### src/rtl/shift_unit_pkg.sv
package shift_unit_pkg;

  typedef enum logic [1:0] {
    OP_LOGIC = 2'd0,
    OP_ARITH = 2'd1,
    OP_CIRC  = 2'd2,
    OP_RSVD  = 2'd3
  } shop_e;

  typedef enum logic [1:0] {
    FILL_ZERO   = 2'd0,
    FILL_ONE    = 2'd1,
    FILL_STREAM = 2'd2,
    FILL_RSVD   = 2'd3
  } fill_e;

endpackage

### src/rtl/shift_unit_rotr.sv
// Logarithmic right-rotate network: one 2:1 stage per amount bit.
module shift_unit_rotr #(
  parameter int W  = 32,
  parameter int AW = $clog2(W)
) (
  input  logic [W-1:0]  d_i,
  input  logic [AW-1:0] r_i,
  output logic [W-1:0]  q_o
);

  logic [W-1:0] stage [AW+1];

  assign stage[0] = d_i;

  for (genvar k = 0; k < AW; k++) begin : g_stage
    localparam int SH = 1 << k;
    assign stage[k+1] = r_i[k] ? {stage[k][SH-1:0], stage[k][W-1:SH]} : stage[k];
  end

  assign q_o = stage[AW];

endmodule

### src/rtl/shift_unit_fill.sv
// Builds the wrap mask and the per-bit fill value from the original amount.
module shift_unit_fill
  import shift_unit_pkg::*;
#(
  parameter int W  = 32,
  parameter int AW = $clog2(W)
) (
  input  logic [AW-1:0] amt_i,
  input  logic          left_i,
  input  logic [1:0]    op_i,
  input  logic [1:0]    fsel_i,
  input  logic          sign_i,
  input  logic [W-1:0]  stream_i,
  input  logic [W-1:0]  stream_rot_i,
  output logic [W-1:0]  mask_o,
  output logic [W-1:0]  fill_o
);

  shop_e op;
  fill_e fsel;

  assign op   = shop_e'(op_i);
  assign fsel = fill_e'(fsel_i);

  localparam logic [AW:0] WV = (AW+1)'(W);

  logic [AW:0] amt_x;
  assign amt_x = {1'b0, amt_i};

  for (genvar i = 0; i < W; i++) begin : g_bit
    localparam logic [AW:0] IDX = (AW+1)'(i);
    logic hit_r;
    logic hit_l;
    logic fbit;

    // right: top m positions freed; left: bottom m positions freed
    assign hit_r = (IDX + amt_x) >= WV;
    assign hit_l = IDX < amt_x;

    always_comb begin
      unique case (op)
        OP_CIRC:  mask_o[i] = 1'b0;
        default:  mask_o[i] = left_i ? hit_l : hit_r;
      endcase
    end

    always_comb begin
      if (op == OP_ARITH) begin
        fbit = left_i ? 1'b0 : sign_i;
      end else begin
        unique case (fsel)
          FILL_ONE:    fbit = 1'b1;
          FILL_STREAM: fbit = left_i ? stream_i[i] : stream_rot_i[i];
          default:     fbit = 1'b0;
        endcase
      end
    end

    assign fill_o[i] = fbit;
  end

endmodule

### src/rtl/shift_unit.sv
module shift_unit
  import shift_unit_pkg::*;
#(
  parameter int W  = 32,
  parameter int AW = $clog2(W)
) (
  input  logic          clk,
  input  logic          rst_n,
  input  logic [W-1:0]  din,
  input  logic [AW-1:0] amt,
  input  logic          dir_left,
  input  logic [1:0]    op_sel,
  input  logic [1:0]    fill_sel,
  input  logic [W-1:0]  fill_stream,
  output logic [W-1:0]  dout
);

  // reset: asserted asynchronously, released on the clock
  logic rst_meta;
  logic rst_ok;

  always_ff @(posedge clk or negedge rst_n) begin
    if (!rst_n) begin
      rst_meta <= 1'b0;
      rst_ok   <= 1'b0;
    end else begin
      rst_meta <= 1'b1;
      rst_ok   <= rst_meta;
    end
  end

  // left by m becomes right by (n - m) mod n; m = 0 stays 0
  logic [AW-1:0] rot_amt;
  assign rot_amt = dir_left ? (AW'(0) - amt) : amt;

  logic [W-1:0] rot_data;
  logic [W-1:0] rot_stream;

  shift_unit_rotr #(.W(W), .AW(AW)) u_rot_data (
    .d_i (din),
    .r_i (rot_amt),
    .q_o (rot_data)
  );

  // stream placed so that its bit 0 lands on the lowest freed position of a right shift
  shift_unit_rotr #(.W(W), .AW(AW)) u_rot_stream (
    .d_i (fill_stream),
    .r_i (amt),
    .q_o (rot_stream)
  );

  logic [W-1:0] mask;
  logic [W-1:0] fillv;

  shift_unit_fill #(.W(W), .AW(AW)) u_fill (
    .amt_i        (amt),
    .left_i       (dir_left),
    .op_i         (op_sel),
    .fsel_i       (fill_sel),
    .sign_i       (din[W-1]),
    .stream_i     (fill_stream),
    .stream_rot_i (rot_stream),
    .mask_o       (mask),
    .fill_o       (fillv)
  );

  logic [W-1:0] dout_d;
  logic [W-1:0] dout_q;

  always_comb begin
    dout_d = (rot_data & ~mask) | (fillv & mask);
  end

  always_ff @(posedge clk or negedge rst_ok) begin
    if (!rst_ok) begin
      dout_q <= '0;
    end else begin
      dout_q <= dout_d;
    end
  end

  assign dout = dout_q;

endmodule

### config.mk
export PLATFORM = sky130hd
export DESIGN_NAME = shift_unit
export DESIGN_NICKNAME = d
export VERILOG_FILES = /design/src/rtl/shift_unit_pkg.sv /design/src/rtl/shift_unit_rotr.sv /design/src/rtl/shift_unit_fill.sv /design/src/rtl/shift_unit.sv
export SDC_FILE = /design/constraint.sdc
export NUM_CORES = 1
export LEC_CHECK = 0
export BUFFER_PORTS_ARGS = -buffer_cell sky130_fd_sc_hd__clkbuf_2
export CAP_MARGIN = 5
export CELL_PAD_IN_SITES_DETAIL_PLACEMENT = 1
export CELL_PAD_IN_SITES_GLOBAL_PLACEMENT = 1
export CORE_UTILIZATION = 48
export DETAILED_ROUTE_END_ITERATION = 12
export GPL_ROUTABILITY_DRIVEN = 0
export GPL_TIMING_DRIVEN = 0
export HOLD_SLACK_MARGIN = 0.05
export PLACE_DENSITY = 0.89
export SYNTH_ARGS = -nofsm -noshare
export SYNTH_HDL_FRONTEND = slang
export SYNTH_HIERARCHICAL = 1
export SYNTH_SLANG_ARGS = --single-unit
### constraint.sdc
create_clock -name clk -period 1.25 [get_ports clk]
set_clock_uncertainty 0.05 [all_clocks]
set_input_delay 0.0625 -clock clk [delete_from_list [all_inputs] [get_ports clk]]
set_output_delay 0.0625 -clock clk [all_outputs]
set_load 0.01 [all_outputs]
* Word-level counts from Yosys, hierarchy flattened *
Cells that the tools add are included.

cells by class
  bitwise gates (word level) = 4
  equal/unequal tests = 4
  shift operators = 0
  div/mod/pow operators = 0
  multiplexer cells = 172
  order comparisons = 64
  multipliers = 0
  add/subtract/negate cells = 32
  reductions and logical operators = 0

operators with widths
  kind                                                               number
  2-to-1 mux 32 bit                                                  10
  greater-or-equal comparator 6 bit, second input constant           31
  2-to-1 mux 1 bit                                                   129
  adder 5 x 5 -> 6 bit, first input constant                         16
  < comparator 5 bit, first input constant                           16
  bitwise AND 32 bit                                                 2
  one-hot mux 1 bit (2 select lines)                                 32
  adder 4 x 5 -> 6 bit, first input constant                         8
  < comparator 4 x 5 -> 1 bit, first input constant                  8
  inverter 32 bit                                                    1
  bitwise OR 32 bit                                                  1
  adder 3 x 5 -> 6 bit, first input constant                         4
  < comparator 3 x 5 -> 1 bit, first input constant                  4
  adder 2 x 5 -> 6 bit, first input constant                         2
  < comparator 1 x 5 -> 1 bit, first input constant                  2
  < comparator 2 x 5 -> 1 bit, first input constant                  2
  adder 1 x 5 -> 6 bit, first input constant                         1
  greater-or-equal comparator 5 x 6 -> 1 bit, second input constant  1
  2-to-1 mux 5 bit                                                   1
  subtractor 1 x 5 -> 5 bit, first input constant                    1
  == test 2 x 1 -> 1 bit, second input constant                      2
  == test 2 bit, second input constant                               2

storage, ports and cells
  bits in writable memories = 0
  memory bits (read-only) = 0
  logic and storage cells = 279
  input port bits = 76
  output and inout port bits = 32
  register bits = 34
  memories = 0
  bits in latches = 0

* Logic depth before layout (Yosys ltp) *
  depth in word-level cells = 10
  mapped depth = 10

* By module *
Netlist, hierarchy kept.

modules (own cells, without submodules)
  module           cells each  area each (um^2)  seq. area each (um^2)  times used
  shift_unit_rotr  116         1949.4            0.0                    2
  shift_unit_fill  225         1476.4            0.0                    1
  shift_unit       81          1318.8            850.8                  1

* Least setup slack after synthesis *
Ideal clock, no wire load.

  path kind = input -> register
  start point = input port amt[0]
  end point = register dout_q[14], in the netlist dout[14]
  buffers on the path = 2
  stages = 9
  data required time = 1075 ps
  path slack = -1278 ps
  arrival = 2353 ps
  cell sequence = inv_1 > ha_1 > nor3b_1 > o211ai_1 > buf_2 > buf_1 > mux4_2 > mux2_2 > mux2_2

on the way
  elaborated cells between the ends (all ways) = 24
  those cells by class = 2 x add/sub; 2 x order compare; 16 x mux; 4 x bitwise

RTL lines
  element                    RTL line               source
  start, declared            shift_unit.sv:10       input logic [AW-1:0] amt,
  subtractor 1 x 5 -> 5 bit  shift_unit.sv:34       assign rot_amt = dir_left ? (AW'(0) - amt) : amt;
  2-to-1 mux 5 bit           shift_unit.sv:34
  named net rot_amt[4]       shift_unit.sv:33       logic [AW-1:0] rot_amt;
  2-to-1 mux 32 bit          shift_unit_rotr.sv:17  assign stage[k+1] = r_i[k] ? {stage[k][SH-1:0], stage[k][W-1:SH]} : stage[k];
  named net rot_data[14]     shift_unit.sv:36       logic [W-1:0] rot_data;
  bitwise AND 32 bit         shift_unit.sv:71       dout_d = (rot_data & ~mask) | (fillv & mask);
  bitwise OR 32 bit          shift_unit.sv:71
  named net dout_d[14]       shift_unit.sv:67       logic [W-1:0] dout_d;
  end signal, assigned       shift_unit.sv:78       dout_q <= dout_d;
  end, declared              shift_unit.sv:68       logic [W-1:0] dout_q;

The timed path passes the listed nets, and every way through them passes these cells.

* Worst setup path in the final report *
  start point = input port amt[3]
  end point = register dout_q[28], in the netlist dout[28]

on the way
  word-level cells in the longest chain between the ends = 7
  elaborated cells between the ends (all ways) = 18
  those cells by class = 2 x add/sub; 2 x order compare; 10 x mux; 4 x bitwise

ends and longest elaborated chain
  element                             RTL line               source
  2-to-1 mux 32 bit (2 in a row)      shift_unit_rotr.sv:17
  named net rot_stream[28]            shift_unit.sv:37       logic [W-1:0] rot_stream;
  2-to-1 mux 1 bit                    shift_unit_fill.sv:53  FILL_STREAM: fbit = left_i ? stream_i[i] : stream_rot_i[i];
  one-hot mux 1 bit (2 select lines)  shift_unit_fill.sv:51  unique case (fsel)
  2-to-1 mux 1 bit                    shift_unit_fill.sv:48  if (op == OP_ARITH) begin
  named net u_fill.g_bit[28].fbit     shift_unit_fill.sv:34  logic fbit;
  bitwise AND 32 bit                  shift_unit.sv:71
  bitwise OR 32 bit                   shift_unit.sv:71
  named net dout_d[28]                shift_unit.sv:67

The timed path passes the listed nets, and every way through them passes these cells.

==> Flow_metrics.wiki <==
{| class="wikitable"
! Metric !! Value
|-
| Post-route minimum period || 2.70 ns
|-
| Required time reported for the critical path endpoint || 1.37 ns
|-
| Run status || complete, but fails checks
|-
| Data arrival, critical path || 2.81 ns
|-
| Average cell area after synthesis || 12.4 um^2
|-
| Total congestion overflow || 0
|-
| Crit-path slowest cell || sky130_fd_sc_hd__mux4_2
|-
| Via count || 6773
|-
| I/O pin cnt || 108
|-
| Fin nets || 751
|-
| Fraction of the mapped netlist area in adder cells || 0.561%
|-
| Sequential element share of the synthesized area || 12.7%
|-
| Cell variety after synth || 42
|-
| Placeable core region || 0.0134 mm^2
|-
| Most common flop cell mapped by yosys || sky130_fd_sc_hd__dfrtp_1
|-
| Die outline width || 120 um
|-
| Family with the most delay on the worst path || multiplexers
|-
| Dominant combinational cell family by area after synthesis || multiplexers
|-
| Final slew viol count || 0
|-
| Register-to-register setup slack || 0.43 ns
|-
| Portion of netlist area occupied by mux cells || 64.1%
|-
| CTS tree || built
|-
| Launch point of the worst path || amt[3]
|-
| Die extent in y || 120 um
|-
| Initial cell density of the core || 50.0%
|-
| Final period util || 216%
|-
| Synth area leaders || sky130_fd_sc_hd__mux4_2 42%, sky130_fd_sc_hd__mux2_2 16%, sky130_fd_sc_hd__dfrtp_1 13%, sky130_fd_sc_hd__mux2i_1 4.8%, sky130_fd_sc_hd__buf_4 3.7%
|-
| Number of setup violations in the final report || 32
|-
| Leak pwr || 0.00345 uW
|-
| Count of flip-flops with a built-in enable after synthesis || 0
|-
| Count of max-cap constraint violations || 0
|-
| Final non-filler cell total || 848
|-
| Slew HR || 41.6%
|-
| Detailed-router iteration count before antenna repair || 5
|-
| Crit path max fanout || 10
|-
| Least-Margin Pin Slew || 0.877 ns
|-
| Global Route Usage Sum || 43.2%
|-
| Global-route wire length before repair || 45400 um
|-
| Via count of the first global-routing pass || 7203
|-
| Yosys top cell area share || 42.4%
|-
| Synth Area in Compound Gates || 7.61%
|-
| Most instantiated cells after synthesis || 126 x sky130_fd_sc_hd__mux4_2, 96 x sky130_fd_sc_hd__mux2_2, 34 x sky130_fd_sc_hd__dfrtp_1, 34 x sky130_fd_sc_hd__o21ai_0, 33 x sky130_fd_sc_hd__buf_4
|-
| Clock-pin slew reported for the worst setup and hold paths after clock tree synthesis || 0.06 ns
|-
| Layout-stage area growth over the synthesis result || 22.8%
|-
| Reg-to-Reg End || dout[1]
|-
| Power density over the cells || 993 mW/mm^2
|-
| Reg-to-reg critical path startpoint || rst_ok
|-
| Worst Path Buf+Inv || 5
|-
| Final Hold Violating Endpoints || 0
|-
| Post-Synth XOR/XNOR Area || 0.262%
|-
| PnR worst setup slack || -1.45 ns
|-
| Post-Syn Nets || 617
|-
| Max frequency || 371 MHz
|-
| Total CTS buffers || 5
|-
| DR DRC count || 0
|-
| Number of instances in the placed design || 821
|-
| Area leader, netlist || sky130_fd_sc_hd__mux4_2
|-
| Number of cells on the worst reg-to-reg path || 0
|-
| YS warnings || 6
|-
| Via count normalized by instance count || 7.99
|-
| Critical path capture point type || flop
|-
| Number of synthesized register bits || 34
|-
| Stage delay of the slowest cell on the critical path || 0.54 ns
|-
| Maximum count of clock buffers along a single path || 2
|-
| Worst-skew pair later-pin latency || 0.27 ns
|-
| Quantity of I/O buffers inserted on ports || 107
|-
| Iter 0 DRT Violations || 1025
|-
| Maximum vdd drop || 0.000781 V
|-
| Unrepaired setup endpoints after global routing || yes
|-
| Number of sinks on the clock net || 34
|-
| Final Core Density || 61.4%
|-
| Sum of routed wire length over all layers || 30600 um
|-
| Half-perimeter wire length after placement || 21500 um
|-
| Basic-gate share of the synthesized area counting and, or, nand and nor cells || 4.06%
|-
| Critical setup path kind || input port to flop
|-
| Root buffer selected by CTS || sky130_fd_sc_hd__clkbuf_16
|-
| Crit-path cells || clkbuf_4 -> buf_6 -> buf_12 -> buf_8 -> mux4_2 -> mux4_2 -> mux2_2 -> mux2i_1 -> o21ai_0 -> buf_4 -> mux2_2
|-
| Share of cells above drive strength 1 || 67.1%
|-
| Area of the mapped netlist || 0.00669 mm^2
|-
| Violations in the final reports || setup timing
|-
| Worst hold path type || input port to async pin
|-
| Kind of start point of the critical path || input port
|-
| Number of nets still failing antenna checks after routing || 0
|-
| Floorplan row count || 42
|-
| Number of cells produced by synthesis || 538
|-
| Fraction of registers with async set or reset after synthesis || 100%
|-
| Mean routed wirelength per cell || 36.1 um
|-
| Die Footprint || 0.0144 mm^2
|-
| Largest net degree at the start of global routing || 33
|-
| Initial antenna violation count || 1
|-
| Most repeated cell in the gate-level netlist after synthesis || sky130_fd_sc_hd__mux4_2
|-
| Number of H-tree levels || 2
|}
[routing by layer]
metal / vias to the layer above / global-route usage [%] / share of wire, %
li1: 2456 / - / -
met1: 3273 / 48.8 / 31
met2: 769 / 69.1 / 45
met3: 275 / 14.6 / 14
met4: 0 / 29.4 / 9.5
met5: - / 0 / 0
[worst max-delay path by stage]
stage	end	slack [ns]	cells after the start
detailed placement	dout[22]	-2.13	10
CTS	dout[17]	-1.34	11
floorplan	dout[18]	-1.18	10
finish	dout[28]	-1.45	11
global route	dout[3]	-1.52	10
global placement	dout[23]	-1.97	10
[layout by cell type (no fill, tap or decap), types with 15 or more instances in the layout]
cell type / instances
sky130_fd_sc_hd__mux2i_1: 29
sky130_fd_sc_hd__clkbuf_2: 110
sky130_fd_sc_hd__nand2_1: 18
sky130_fd_sc_hd__mux2_4: 46
sky130_fd_sc_hd__buf_4: 45
sky130_fd_sc_hd__buf_2: 19
sky130_fd_sc_hd__mux4_2: 127
sky130_fd_sc_hd__clkbuf_1: 15
sky130_fd_sc_hd__o21ai_0: 29
sky130_fd_sc_hd__a31oi_1: 17
sky130_fd_sc_hd__mux2_2: 50
sky130_fd_sc_hd__dfrtp_1: 33
[power breakdown]
part	internal [uW]	switching (uW)
Sequential	1370	114
Combinational	2770	2720
Clock	768	430
Total	4900	3260
[sequential cells by signal, indices dropped and copies added (netlist names)]
name / flops
rst_ok: 1
dout: 32
rst_meta: 1
[final cells by class]
| type | instances | area [um^2] |
|---|---|---|
| antenna | 1 | 2.50 |
| buffer | 98 | 776 |
| clock buffer | 6 | 139 |
| fill | 1365 | 5180 |
| inverter | 8 | 42.5 |
| multi-input combinational | 398 | 5360 |
| sequential | 34 | 852 |
| tap | 176 | 220 |
| timing repair buffer | 127 | 835 |
[kinds of logic (layout without fill, tap and decap cells)]
logic type / count (synthesis) / in the layout
compound gates: 85 / 85
other cells: 1 / 2
xor+xnor: 2 / 2
simple gates: 51 / 51
mux: 256 / 256
fa+ha+maj: 3 / 3
flops: 34 / 34
buf+inv: 106 / 239
[what timing repair did]
action                                  4_1_cts  5_1_grt
endpoints found under the hold margin         2        0
setup buffers                                14        1
gates cloned                                  3        2
pin swaps                                     3        1
gates resized for setup                      72       27
hold buffers                                  1        0
endpoints found under the setup margin       64       32
[per-stage QoR]
step	hold WS, ns	area (um^2)	power, uW	setup TNS (ns)	worst slack, ns
after floorplan	-0.283	6750	4550	-36.94	-1.18
after global placement	-0.202	7500	5790	-61.42	-1.97
after detailed placement	-0.200	7500	6080	-67.89	-2.13
after CTS	0.0567	8110	7700	-41.47	-1.34
after global routing	0.0684	8220	8360	-43.28	-1.52
final	0.0677	8220	8170	-43.21	-1.45
No activity file was read; power rests on OpenSTA's default activity.
